--- src/rtl/hpcm_pkg.sv ---
package hpcm_pkg;
  typedef enum logic [2:0] {
    ST_IDLE,   // no sink, waiting for hot-plug
    ST_FETCH,  // streaming identification bytes
    ST_UP,     // result valid, link running
    ST_LOW,    // hot-plug low, deciding pulse vs disconnect
    ST_SAFE    // failed read, fallback link, waiting to retry
  } hp_state_t;

  localparam logic [7:0] OFS_EXTCNT = 8'd126;
  localparam logic [7:0] OFS_BASEND = 8'd127;
  localparam logic [7:0] OFS_EXTTAG = 8'd128;
  localparam logic [7:0] OFS_DLIM   = 8'd130;
  localparam logic [7:0] OFS_EXTEND = 8'd255;
  localparam logic [7:0] FIRST_BLK  = 8'd4;
  localparam logic [7:0] EXT_TAG    = 8'h02;
  localparam logic [2:0] VS_TAG     = 3'd3;

  // vendor identifier, least significant byte first
  function automatic logic [7:0] vs_id(input logic [1:0] idx);
    case (idx)
      2'd0:    vs_id = 8'h03;
      2'd1:    vs_id = 8'h0C;
      default: vs_id = 8'h00;
    endcase
  endfunction
endpackage

--- src/rtl/hpcm_timer.sv ---
module hpcm_timer #(
  parameter int LIMIT = 16
) (
  input  logic clk,
  input  logic rst,
  input  logic clr,
  input  logic en,
  output logic hit
);
  localparam int W = (LIMIT < 2) ? 1 : $clog2(LIMIT);

  logic [W-1:0] cnt;

  assign hit = en && (cnt == W'(LIMIT - 1));

  always_ff @(posedge clk) begin
    if (rst || clr)       cnt <= '0;
    else if (en && !hit)  cnt <= cnt + 1'b1;
  end
endmodule

--- src/rtl/hpcm_cea_scan.sv ---
module hpcm_cea_scan
  import hpcm_pkg::*;
(
  input  logic       clk,
  input  logic       rst,
  input  logic       clr_i,
  input  logic       vld_i,
  input  logic [7:0] addr_i,
  input  logic [7:0] data_i,
  output logic       noext_o,
  output logic       hdmi_nx_o
);
  logic       noext, tag_ok, cand, hit;
  logic [7:0] dlim, nxt;
  logic [1:0] idx;
  logic       noext_n, tag_ok_n, cand_n, hit_n;
  logic [7:0] dlim_n, nxt_n, off;
  logic [1:0] idx_n;

  always_comb begin
    noext_n  = noext;
    tag_ok_n = tag_ok;
    dlim_n   = dlim;
    nxt_n    = nxt;
    cand_n   = cand;
    idx_n    = idx;
    hit_n    = hit;
    off      = {1'b0, addr_i[6:0]};
    if (vld_i) begin
      if (addr_i == OFS_EXTCNT) noext_n = (data_i == 8'd0);
      if (addr_i == OFS_EXTTAG) tag_ok_n = (data_i == EXT_TAG);
      if (addr_i == OFS_DLIM) begin
        dlim_n = data_i;
        nxt_n  = FIRST_BLK;
      end
      if (addr_i[7]) begin
        if ((off == nxt) && (off < dlim)) begin
          // block header: tag in 7:5, payload length in 4:0
          nxt_n  = off + {3'b000, data_i[4:0]} + 8'd1;
          cand_n = (data_i[7:5] == VS_TAG) && (data_i[4:0] >= 5'd3);
          idx_n  = 2'd0;
        end else if (cand) begin
          if (data_i == vs_id(idx)) begin
            idx_n = idx + 2'd1;
            if (idx == 2'd2) begin
              hit_n  = 1'b1;
              cand_n = 1'b0;
            end
          end else begin
            cand_n = 1'b0;
          end
        end
      end
    end
  end

  always_ff @(posedge clk) begin
    if (rst || clr_i) begin
      noext  <= 1'b0;
      tag_ok <= 1'b0;
      dlim   <= 8'd0;
      nxt    <= 8'hFF;
      cand   <= 1'b0;
      idx    <= 2'd0;
      hit    <= 1'b0;
    end else begin
      noext  <= noext_n;
      tag_ok <= tag_ok_n;
      dlim   <= dlim_n;
      nxt    <= nxt_n;
      cand   <= cand_n;
      idx    <= idx_n;
      hit    <= hit_n;
    end
  end

  assign noext_o   = noext;
  assign hdmi_nx_o = hit_n && tag_ok && !noext;
endmodule

--- src/rtl/hpd_cap_mgr.sv ---
module hpd_cap_mgr
  import hpcm_pkg::*;
#(
  parameter int DISC_CYC  = 10_000_000,
  parameter int TMO_CYC   = 20_000,
  parameter int RETRY_CYC = 5_000_000
) (
  input  logic       clk,
  input  logic       rst,
  input  logic       hpd_i,
  output logic       rd_req_o,
  output logic [7:0] rd_addr_o,
  input  logic [7:0] rd_data_i,
  input  logic       rd_ack_i,
  input  logic       rd_err_i,
  output logic       pwr5v_o,
  output logic       link_ok_o,
  output logic       hdmi_mode_o,
  output logic       fallback_o
);
  hp_state_t  st;
  logic [7:0] addr_q;
  logic       link_q, hdmi_q, fb_q;
  logic       fetching, got, fail, last, start;
  logic       tmo_hit, low_hit, rty_hit, noext, hdmi_nx;

  assign fetching = (st == ST_FETCH);
  assign got   = fetching && hpd_i && rd_ack_i && !rd_err_i;
  assign fail  = fetching && hpd_i && (rd_err_i || (tmo_hit && !rd_ack_i));
  assign last  = got && ((addr_q == OFS_EXTEND) || ((addr_q == OFS_BASEND) && noext));
  assign start = hpd_i && ((st == ST_IDLE) || (st == ST_LOW) || ((st == ST_SAFE) && rty_hit));

  hpcm_timer #(.LIMIT(TMO_CYC)) u_tmo (
    .clk(clk), .rst(rst),
    .clr(!fetching || rd_ack_i || rd_err_i),
    .en(fetching), .hit(tmo_hit)
  );

  hpcm_timer #(.LIMIT(DISC_CYC)) u_low (
    .clk(clk), .rst(rst),
    .clr(st != ST_LOW),
    .en((st == ST_LOW) && !hpd_i), .hit(low_hit)
  );

  hpcm_timer #(.LIMIT(RETRY_CYC)) u_rty (
    .clk(clk), .rst(rst),
    .clr(st != ST_SAFE),
    .en(st == ST_SAFE), .hit(rty_hit)
  );

  hpcm_cea_scan u_scan (
    .clk(clk), .rst(rst), .clr_i(start), .vld_i(got),
    .addr_i(addr_q), .data_i(rd_data_i),
    .noext_o(noext), .hdmi_nx_o(hdmi_nx)
  );

  always_ff @(posedge clk) begin
    if (rst) begin
      st     <= ST_IDLE;
      addr_q <= 8'd0;
      link_q <= 1'b0;
      hdmi_q <= 1'b0;
      fb_q   <= 1'b0;
    end else begin
      case (st)
        ST_IDLE: if (hpd_i) begin
          st     <= ST_FETCH;
          addr_q <= 8'd0;
        end
        ST_FETCH: begin
          if (!hpd_i) st <= ST_LOW;
          else if (fail) begin
            st     <= ST_SAFE;
            link_q <= 1'b1;
            hdmi_q <= 1'b0;
            fb_q   <= 1'b1;
          end else if (last) begin
            st     <= ST_UP;
            link_q <= 1'b1;
            hdmi_q <= hdmi_nx;
            fb_q   <= 1'b0;
          end else if (got) addr_q <= addr_q + 8'd1;
        end
        ST_UP: if (!hpd_i) st <= ST_LOW;
        ST_SAFE: begin
          if (!hpd_i) st <= ST_LOW;
          else if (rty_hit) begin
            st     <= ST_FETCH;
            addr_q <= 8'd0;
          end
        end
        ST_LOW: begin
          if (hpd_i || low_hit) begin
            st     <= hpd_i ? ST_FETCH : ST_IDLE;
            addr_q <= 8'd0;
            link_q <= 1'b0;
            hdmi_q <= 1'b0;
            fb_q   <= 1'b0;
          end
        end
        default: st <= ST_IDLE;
      endcase
    end
  end

  assign rd_req_o    = fetching;
  assign rd_addr_o   = addr_q;
  assign pwr5v_o     = fetching || link_q;
  assign link_ok_o   = link_q;
  assign hdmi_mode_o = hdmi_q;
  assign fallback_o  = fb_q;
endmodule

--- config.mk ---
export PLATFORM = sky130hd
export DESIGN_NAME = hpd_cap_mgr
export DESIGN_NICKNAME = d
export VERILOG_FILES = /design/src/rtl/hpcm_pkg.sv /design/src/rtl/hpcm_timer.sv /design/src/rtl/hpcm_cea_scan.sv /design/src/rtl/hpd_cap_mgr.sv
export SDC_FILE = /design/constraint.sdc
export NUM_CORES = 1
export LEC_CHECK = 0
export BUFFER_PORTS_ARGS = -buffer_cell sky130_fd_sc_hd__buf_2
export CORE_MARGIN = 1
export CORE_UTILIZATION = 45
export CTS_BUF_LIST = sky130_fd_sc_hd__clkbuf_8
export CTS_CLUSTER_DIAMETER = 50
export DETAILED_ROUTE_END_ITERATION = 10
export PLACE_DENSITY_LB_ADDON = 0.15
export RECOVER_POWER = 100
export REMOVE_ABC_BUFFERS = 1
export SYNTH_ARGS = -nofsm -noshare
export SYNTH_HDL_FRONTEND = slang
export SYNTH_SLANG_ARGS = --single-unit
--- constraint.sdc ---
create_clock -name clk -period 7.2 [get_ports clk]
set_clock_uncertainty 0.2 [all_clocks]
set_input_delay 1.08 -clock clk [delete_from_list [all_inputs] [get_ports clk]]
set_output_delay 1.08 -clock clk [all_outputs]
set_load 0.005 [all_outputs]
==> reports/results.tsv, run 1 <==
stage	metric	value	unit
outcome	status	finished, final reports clean	
synth	Mapped Area	5290	sq um
global_routing	Global Route Usage Sum	19.4	%
clocking	post-CTS resize count	0	
synth	Async SR Flop Fraction	0	%
timing	unrepaired setup endpoints after global routing	false	
worst_setup_path	Reg2Reg Depth	8	
synth	dominant synthesized flop cell	dfxtp_1	
worst_setup_path	crit path launch type	flop	
floorplanning	chip width	110	um
power_and_ir_drop	Cell Pwr Density	191	nW/um^2
worst_setup_path	Worst EP required	7.26	ns
power_and_ir_drop	Leak	1.93	nW
synth	multiplexer share of the synthesized area	0.568	%
worst_setup_path	Critical path buffers and inverters	0	
global_routing	number of global-route vias before repair	4105	
worst_hold_path	worst hold path endpoint	u_scan.dlim[6]	
synth	Post-Synth Adder-Cell Area	5.11	%
placed_design	DP Wirelength	8380	um
global_routing	gr busiest metal	met2	
global_routing	met2 GRT Util	31.7	%
global_routing	initial antenna violation count	0	
synth	count of cell types in the netlist	55	
routing	vias per cell	5.48	
worst_setup_path	CP max FO	9	
timing	Final Hold Viols	0	
worst_setup_path	crit path from	u_rty.cnt[0]	
worst_hold_path	Hold WC Path Type	reg2reg	
floorplanning	row count	39	
routing	violation count after the first detailed-route iteration	189	
floorplanning	Die Y	110	um
floorplanning	total die area	12200	sq um
synth	register area share after synthesis	37.1	%
routing	Routed WL	11500	um
power_and_ir_drop	overall power after layout	1.09	mW
synth	Post-Synth XOR/XNOR Area	11.4	%
timing	worst rel slew slack	8.74	%
worst_setup_path	R2R Path Start	u_rty.cnt[0]	
worst_hold_path	Hold Startpoint	u_scan.dlim[6]	
clocking	Inserted Clock Buffers	9	
final_layout	ant diodes	0	
clocking	hold buffers post-CTS	0	
routing	vias post-DR	4481	
timing	Tcrit/Tclk final	51.1	%
worst_hold_path	Worst Hold Depth	2	
synth	post-synth top area share	37.1	%
worst_setup_path	delay-heaviest family, CP	simple AND/OR/NAND/NOR gates	
worst_setup_path	r2r endpoint	rd_addr_o[6]	
global_routing	GRT overflow	0	
synth	Compound-Gate Fraction of Synth Area	11.3	%
timing	Slew Viols, Final	0	
worst_setup_path	slowest stage delay, CP	1.14	ns
timing	Setup TNS	0	ns
final_layout	Layout Nets	704	
clocking	post-CTS setup buffer count	0	
synth	Mean Syn Cell Area	8.08	sq um
clocking	CTS tree	built	
synth	post-synthesis simple-gate area fraction	31.1	%
floorplanning	Ports	26	
timing	crit path time final	3.68	ns
routing	Remaining DRCs	0	
global_routing	met3 usage	3.35	%
synth	post-synth top area cell	dfxtp_1	
placed_design	PortBufs	25	
synth	Commonest cells post-synth	dfxtp_1, nor2_1, nand2_1	
floorplanning	Core ar.	11400	sq um
routing	post-route ant nets	0	
synth	Post-synth EDFFs	0	
timing	fmax	272	MHz
clocking	CTS root buffer	clkbuf_8	
worst_setup_path	WS Path Type	reg2reg	
global_routing	first-pass GRT wire length	19400	um
worst_setup_path	CP cell instances	ha_1, and4bb_1, nand4_1, nor4_1, a311oi_1, nand2_1, or4_1, nand2_1	
synth	Yosys reg bits	98	
synth	synth warn	0	
routing	drt first pass iters	4	
worst_setup_path	Crit path arrival time	3.74	ns
worst_setup_path	CP Capture Type	flop	
synth	top cells by area, synth	dfxtp_1, xor2_1, nor2_1, nand2_1, ha_1	
global_routing	largest net degree at the start of global routing	25	
clocking	clock-pin slew on the worst setup and hold paths	0.09	ns
final_layout	final instance area	5690	sq um
synth	largest family of logic cells by synthesized area	simple AND/OR/NAND/NOR gates	
placed_design	gpl congestion	0.849	
timing	final setup fails	0	
worst_setup_path	slowest CP cell	nor4_1	
clocking	clock insertion delay at the later pin of the skew report	0.37	ns
synth	Syn Inst Count	655	
clocking	CTS H-tree lvls	3	
final_layout	Area growth syn-to-layout	7.54	%
flow_run	Max-cap violations	0	
placed_design	placed cell areas	5520	sq um
routing	wire length per cell	14.1	um
global_routing	GRT met1 Usage	25.1	%
clocking	CTS max path bufs	2	
worst_setup_path	Most Frequent Cell on Critical Path	nand2_1	
clocking	TritonCTS Sinks	98	
floorplanning	initial core utilization	46.3	%
final_layout	layout cell share with drive strength beyond 1	6.38	%
timing	Worst Tran Pin Value	1.36	ns
worst_setup_path	worst reg2reg setup slack	3.52	ns
power_and_ir_drop	Peak supply drop	0.120	mV
## worst min-delay path, cell delays in order (launching register included)
cell,delay (ns)
dfxtp_1,0.32
nand2_1,0.05
a21oi_1,0.05
## worst max-delay path by stage
stage | to | depth (start not counted)
6_report | rd_addr_o[6] | 8
5_1_grt | rd_addr_o[7] | 8
2_1_floorplan | u_scan.nxt[6] | 10
3_3_place_gp | rd_addr_o[6] | 6
3_5_place_dp | rd_addr_o[6] | 6
4_1_cts | u_scan.nxt[3] | 7
## layout by cell type (no fill, tap or decap), types with 4 or more instances in the layout
cell      Yosys  layout
nor2_1       98      98
dfxtp_1      98      98
nand2_1      67      67
xor2_1       50      50
nand3_1      38      38
inv_1        28      28
a21oi_1      28      28
buf_2         0      24
nor3_1       23      23
ha_1         20      20
xnor2_1      19      19
nand4_1      18      18
o21ai_0      17      17
and3_1       12      12
or3_1        12      12
o211ai_1     10      10
clkbuf_8      0       9
nor4_1        7       8
nor4b_1       6       6
nor3b_1       6       6
nor2b_1       6       6
a31oi_1       6       6
and2_0        1       5
nand3b_1      4       4
or4_1         3       4
nand2b_1      4       4
o31ai_1       4       4
## power by group
group | switching, mW | total, mW | leakage (nW) | internal [mW]
clock | 0.188 | 0.380 | 0.105 | 0.192
combinational | 0.0862 | 0.138 | 1.04 | 0.0522
sequential | 0.0208 | 0.570 | 0.790 | 0.549
total | 0.295 | 1.09 | 1.93 | 0.793
## cell families (layout without fill, tap and decap cells)
family	after synthesis	count (layout)
and+or+nand+nor	326	326
DFF	98	98
AOI/OAI and AO/OA	89	89
xor gates and xnor gates	69	69
buffers and inverters	49	68
adders and majority gates	21	21
muxes	3	3
## routing by layer
layer,up-vias,share of wire [%]
met1,2092,48
met3,15,2.5
met5,-,0
met4,0,2.1
met2,54,47
li1,2320,-
## sequential cells by signal (all words and copies together), names as in the netlist, 2 cells and up
| signal | count |
|---|---|
| st | 3 |
| rd_addr_o | 8 |
| u_scan.dlim | 8 |
| u_tmo.cnt | 15 |
| u_low.cnt | 24 |
| u_rty.cnt | 23 |
| u_scan.nxt | 8 |
| u_scan.idx | 2 |
## metrics by stage
stage	cells	worst slack (ns)	hold WS [ns]	utilization, %
final	817	3.52	0.261	49.8
after floorplan	634	4.34	0.224	-
after global routing	817	3.23	0.286	49.8
after CTS	817	4.04	0.263	50.1
after detailed placement	802	3.87	0.248	48.3
after global placement	802	3.91	0.243	48.3
## layout make-up
class,count,area [sq um]
clock buffers,9,124
inverters,28,105
clock inverters,6,82.6
fillers,1140,5730
well taps,143,179
repair buffers,25,124
flip-flops and latches,98,1960
multi-input cells,508,3110
No activity file was read; power rests on OpenSTA's default activity.
==> run 2, diff against run 1 <==
Clock period 7.2 ns to 3.7 ns, I/O delays scaled along.
==> reports/results.tsv, run 2 (synthesized netlist as in run 1, its figures left out) <==
stage	metric	value	unit
placed_design	gpl congestion	0.857	
clocking	clock insertion delay at the later pin of the skew report	0.37	ns
clocking	TritonCTS Sinks	98	
timing	Slew Viols, Final	0	
floorplanning	Core ar.	11400	sq um
timing	fmax	340	MHz
global_routing	largest net degree at the start of global routing	25	
worst_setup_path	Crit path arrival time	3.04	ns
final_layout	most flop-heavy register	u_low.cnt	
timing	Worst Tran Pin Value	0.854	ns
worst_setup_path	CP max FO	9	
final_layout	# fillers	1141	
routing	drt first pass iters	4	
power_and_ir_drop	overall power after layout	2.05	mW
final_layout	sequential cell area	1960	sq um
final_layout	layout cell share with drive strength beyond 1	6.20	%
worst_setup_path	worst reg2reg setup slack	0.76	ns
worst_setup_path	Reg2Reg Depth	6	
clocking	Inserted Clock Buffers	9	
worst_hold_path	Hold Startpoint	rd_data_i[7]	
routing	Remaining DRCs	0	
clocking	CTS H-tree lvls	3	
worst_setup_path	crit path launch type	flop	
floorplanning	row count	39	
floorplanning	chip width	110	um
worst_hold_path	Worst Hold Depth	3	
final_layout	Top Registers	u_low.cnt x24, u_rty.cnt x23, u_tmo.cnt x15	
global_routing	first-pass GRT wire length	20300	um
worst_setup_path	r2r endpoint	rd_addr_o[7]	
timing	unrepaired setup endpoints after global routing	false	
floorplanning	Ports	26	
worst_setup_path	WS Path Type	reg2reg	
worst_setup_path	slowest stage delay, CP	0.69	ns
timing	crit path time final	2.94	ns
final_layout	area of the multi-input gates	3130	sq um
timing	worst rel slew slack	43.1	%
floorplanning	total die area	12200	sq um
worst_setup_path	CP Capture Type	flop	
global_routing	number of global-route vias before repair	4318	
power_and_ir_drop	Cell Pwr Density	361	nW/um^2
final_layout	Layout Nets	706	
global_routing	Global Route Usage Sum	19.8	%
worst_setup_path	CP cell instances	nand4_1, or4_1, o41ai_4, a2bb2oi_1, or4_1, a21oi_1	
timing	Tcrit/Tclk final	79.5	%
clocking	post-CTS resize count	0	
floorplanning	initial core utilization	46.3	%
flow_run	Max-cap violations	0	
final_layout	most frequent cells in the layout	nor2_1, dfxtp_1, nand2_1	
global_routing	initial antenna violation count	0	
routing	Routed WL	11700	um
final_layout	Area growth syn-to-layout	7.61	%
clocking	CTS max path bufs	2	
global_routing	GRT overflow	0	
clocking	hold buffers post-CTS	0	
clocking	CTS root buffer	clkbuf_8	
clocking	post-CTS setup buffer count	0	
routing	vias post-DR	4494	
timing	Setup TNS	0	ns
clocking	clock-pin slew on the worst setup and hold paths	0.10	ns
worst_setup_path	Worst EP required	3.80	ns
worst_setup_path	slowest CP cell	or4_1	
routing	vias per cell	5.48	
timing	Final Hold Viols	0	
placed_design	DP Wirelength	8440	um
final_layout	ant diodes	0	
power_and_ir_drop	Leak	1.93	nW
worst_setup_path	Most Frequent Cell on Critical Path	or4_1	
final_layout	max reg flops	24	
floorplanning	Die Y	110	um
power_and_ir_drop	Peak supply drop	0.263	mV
worst_setup_path	R2R Path Start	u_low.cnt[3]	
routing	violation count after the first detailed-route iteration	208	
outcome	status	finished, final reports clean	
clocking	CTS tree	built	
worst_hold_path	Hold WC Path Type	in2reg	
routing	wire length per cell	14.3	um
worst_hold_path	worst hold path endpoint	u_scan.dlim[7]	
placed_design	PortBufs	25	
timing	final setup fails	0	
routing	post-route ant nets	0	
## run 2: metrics by stage
step	cells	setup slack (ns)	hold WS, ns	instance area, sq um	utilization (%)
6_report	820	0.758	0.245	5690	49.9
5_1_grt	820	0.474	0.230	5690	49.9
4_1_cts	820	0.747	0.228	5720	50.1
3_5_place_dp	804	0.764	0.249	5530	48.4
3_3_place_gp	804	0.842	0.242	5530	48.4
2_1_floorplan	634	1.04	0.224	5210	-
## run 2: layout make-up
cell class / count / area share, %
Timing Repair Buffer: 27 / 2.33
Sequential cell: 98 / 34.5
Clock inverter: 7 / 1.10
Tap cell: 143 / 3.14
Clock buffer: 9 / 2.18
Inverter: 28 / 1.85
Multi-Input combinational cell: 508 / 55.0
## run 2: worst max path at each step
stage | cells past startpoint | end | slack [ns] | start
final | 6 | rd_addr_o[7] | 0.76 | u_low.cnt[3]
after global routing | 8 | rd_addr_o[5] | 0.47 | rd_addr_o[1]
after CTS | 8 | rd_addr_o[6] | 0.75 | u_rty.cnt[0]
after detailed placement | 8 | rd_addr_o[6] | 0.76 | u_rty.cnt[0]
after global placement | 8 | rd_addr_o[6] | 0.84 | u_rty.cnt[0]
after floorplan | 8 | rd_addr_o[6] | 1.04 | u_rty.cnt[0]
## run 2: where the power goes
group | total (mW) | internal [mW] | switching (mW)
combinational | 0.273 | 0.103 | 0.170
sequential | 1.11 | 1.07 | 0.0376
clock | 0.676 | 0.306 | 0.370
## run 2: per-layer routing
layer,vias up,GRT usage [%],routed length (um)
met5,-,0,0
met4,0,6.49,191
met3,15,3.84,339
met2,62,33.2,5700
met1,2095,25.6,5460
li1,2322,-,-
## run 2: critical path: cells and delay by family, from the launching register on
family / cells / cell delay (ns)
AND/OR/NAND/NOR: 3 / 1.45
AO/OA/AOI/OAI: 3 / 0.81
flip-flops: 1 / 0.42
==> run 3, diff against run 2 <==
Clock period 3.7 ns to 2.9 ns, I/O delays scaled along.
==> reports/results.tsv, run 3 (synthesized netlist as in run 1, its figures left out) <==
stage	metric	value	unit
routing	wire length per cell	14.1	um
global_routing	Global Route Usage Sum	20.2	%
worst_hold_path	Hold Startpoint	rd_data_i[7]	
timing	hold_ws	0.116	ns
clocking	CTS root buffer	clkbuf_8	
worst_setup_path	delay-heaviest family, CP	simple AND/OR/NAND/NOR gates	
clocking	CTS H-tree lvls	3	
outcome	status	finished, final reports clean	
timing	worst setup margin	0.176	ns
routing	vias post-DR	4630	
flow_run	Max-cap violations	0	
clocking	clock-pin slew on the worst setup and hold paths	0.10	ns
global_routing	number of global-route vias before repair	4266	
worst_setup_path	CP Capture Type	flop	
global_routing	first-pass GRT wire length	20200	um
worst_setup_path	WS Path Type	reg2reg	
final_layout	most frequent cells in the layout	nor2_1, dfxtp_1, nand2_1	
worst_setup_path	R2R Path Start	u_low.cnt[0]	
clocking	CTS max path bufs	2	
worst_hold_path	worst hold path endpoint	u_scan.dlim[7]	
timing	final setup fails	0	
routing	Remaining DRCs	0	
timing	unrepaired setup endpoints after global routing	false	
final_layout	sequential cell area	1960	sq um
placed_design	PortBufs	25	
final_layout	ant diodes	0	
clocking	CTS tree	built	
final_layout	Top Registers	u_low.cnt x24, u_rty.cnt x23, u_tmo.cnt x15	
power_and_ir_drop	Peak supply drop	0.259	mV
worst_setup_path	Critical path buffers and inverters	0	
floorplanning	Core ar.	11400	sq um
clocking	TritonCTS Sinks	98	
placed_design	pre-CTS WS	0.191	ns
clocking	clock insertion delay at the later pin of the skew report	0.38	ns
final_layout	area of the multi-input gates	3150	sq um
placed_design	gpl congestion	0.824	
routing	violation count after the first detailed-route iteration	256	
power_and_ir_drop	overall power after layout	2.90	mW
routing	vias per cell	5.52	
power_and_ir_drop	Leak	2.06	nW
worst_setup_path	Reg2Reg Depth	8	
floorplanning	chip width	110	um
final_layout	layout cell share with drive strength beyond 1	9.05	%
clocking	post-CTS setup buffer count	0	
worst_hold_path	Hold WC Path Type	in2reg	
global_routing	initial antenna violation count	0	
final_layout	utilization after layout	51.6	%
clocking	hold buffers post-CTS	0	
timing	Worst Tran Pin Value	0.787	ns
timing	Tcrit/Tclk final	93.9	%
routing	drt first pass iters	4	
timing	Slew Viols, Final	0	
timing	Setup TNS	0	ns
routing	post-route ant nets	0	
floorplanning	Ports	26	
worst_setup_path	Worst EP required	3.03	ns
clocking	Inserted Clock Buffers	9	
floorplanning	Die Y	110	um
clocking	post-CTS resize count	0	
worst_setup_path	CP max FO	5	
placed_design	DP Wirelength	8790	um
final_layout	Layout Nets	725	
worst_hold_path	Worst Hold Depth	3	
timing	fmax	367	MHz
worst_setup_path	worst reg2reg setup slack	0.18	ns
routing	Routed WL	11900	um
final_layout	Area growth syn-to-layout	11.4	%
floorplanning	total die area	12200	sq um
worst_setup_path	CP cell instances	ha_1, nand2_1, or4_4, o41ai_4, nand3_1, o31a_2, or4_1, nand2_1	
final_layout	max reg flops	24	
worst_setup_path	crit path launch type	flop	
worst_setup_path	slowest CP cell	or4_4	
final_layout	# fillers	1113	
floorplanning	row count	39	
worst_setup_path	Crit path arrival time	2.85	ns
global_routing	largest net degree at the start of global routing	25	
timing	crit path time final	2.72	ns
timing	Final Hold Viols	0	
floorplanning	initial core utilization	46.3	%
timing	worst rel slew slack	47.5	%
global_routing	GRT overflow	0	
worst_setup_path	slowest stage delay, CP	0.57	ns
power_and_ir_drop	Cell Pwr Density	492	nW/um^2
worst_setup_path	r2r endpoint	rd_addr_o[6]	
final_layout	most flop-heavy register	u_low.cnt	
worst_setup_path	Most Frequent Cell on Critical Path	nand2_1	
[run 3: how the worst max path moves through the flow]
stage,end,cells past startpoint,slack (ns),from
global placement,rd_addr_o[6],8,0.22,u_low.cnt[0]
finish,rd_addr_o[6],8,0.18,u_low.cnt[0]
global route,rd_addr_o[6],8,0.03,u_low.cnt[0]
detailed placement,rd_addr_o[6],8,0.19,u_low.cnt[0]
floorplan,rd_addr_o[6],8,0.24,u_rty.cnt[0]
CTS,rd_addr_o[6],8,0.17,u_low.cnt[0]
[run 3: metrics by stage]
step / instances / instance area (sq um)
final: 839 / 5890
after global routing: 839 / 5890
after CTS: 839 / 5930
after detailed placement: 823 / 5670
after global placement: 823 / 5670
after floorplan: 634 / 5210
[run 3: final cells by class]
cell class / count / area share (%)
Multi-Input combinational cell: 508 / 53.4
Clock inverter: 5 / 1.70
Tap cell: 143 / 3.04
Timing Repair Buffer: 46 / 4.27
Sequential cell: 98 / 33.3
Clock buffer: 11 / 2.57
Inverter: 28 / 1.78
[run 3: power by group]
part,internal [mW],switching [mW]
Clock,0.617,0.482
Combinational,0.160,0.248
Sequential,1.36,0.0329
Total,2.14,0.762
[run 3: worst reg2reg max path, cell delays in order, from the launching register on]
cell     delay [ns]
dfxtp_1        0.37
ha_1           0.20
nand2_1        0.11
or4_4          0.57
o41ai_4        0.40
nand3_1        0.12
o31a_2         0.17
or4_1          0.48
nand2_1        0.08
[run 3: metal layers]
layer  wire length (um)  up-vias  global-route usage, %  share of wire (%)
met5                  0        -                      0                  0
met4                301        0                   9.42                2.5
met3                341       19                   2.74                2.9
met2               5630       77                   32.9                 47
met1               5590     2177                   26.3                 47
li1                   -     2357                      -                  -
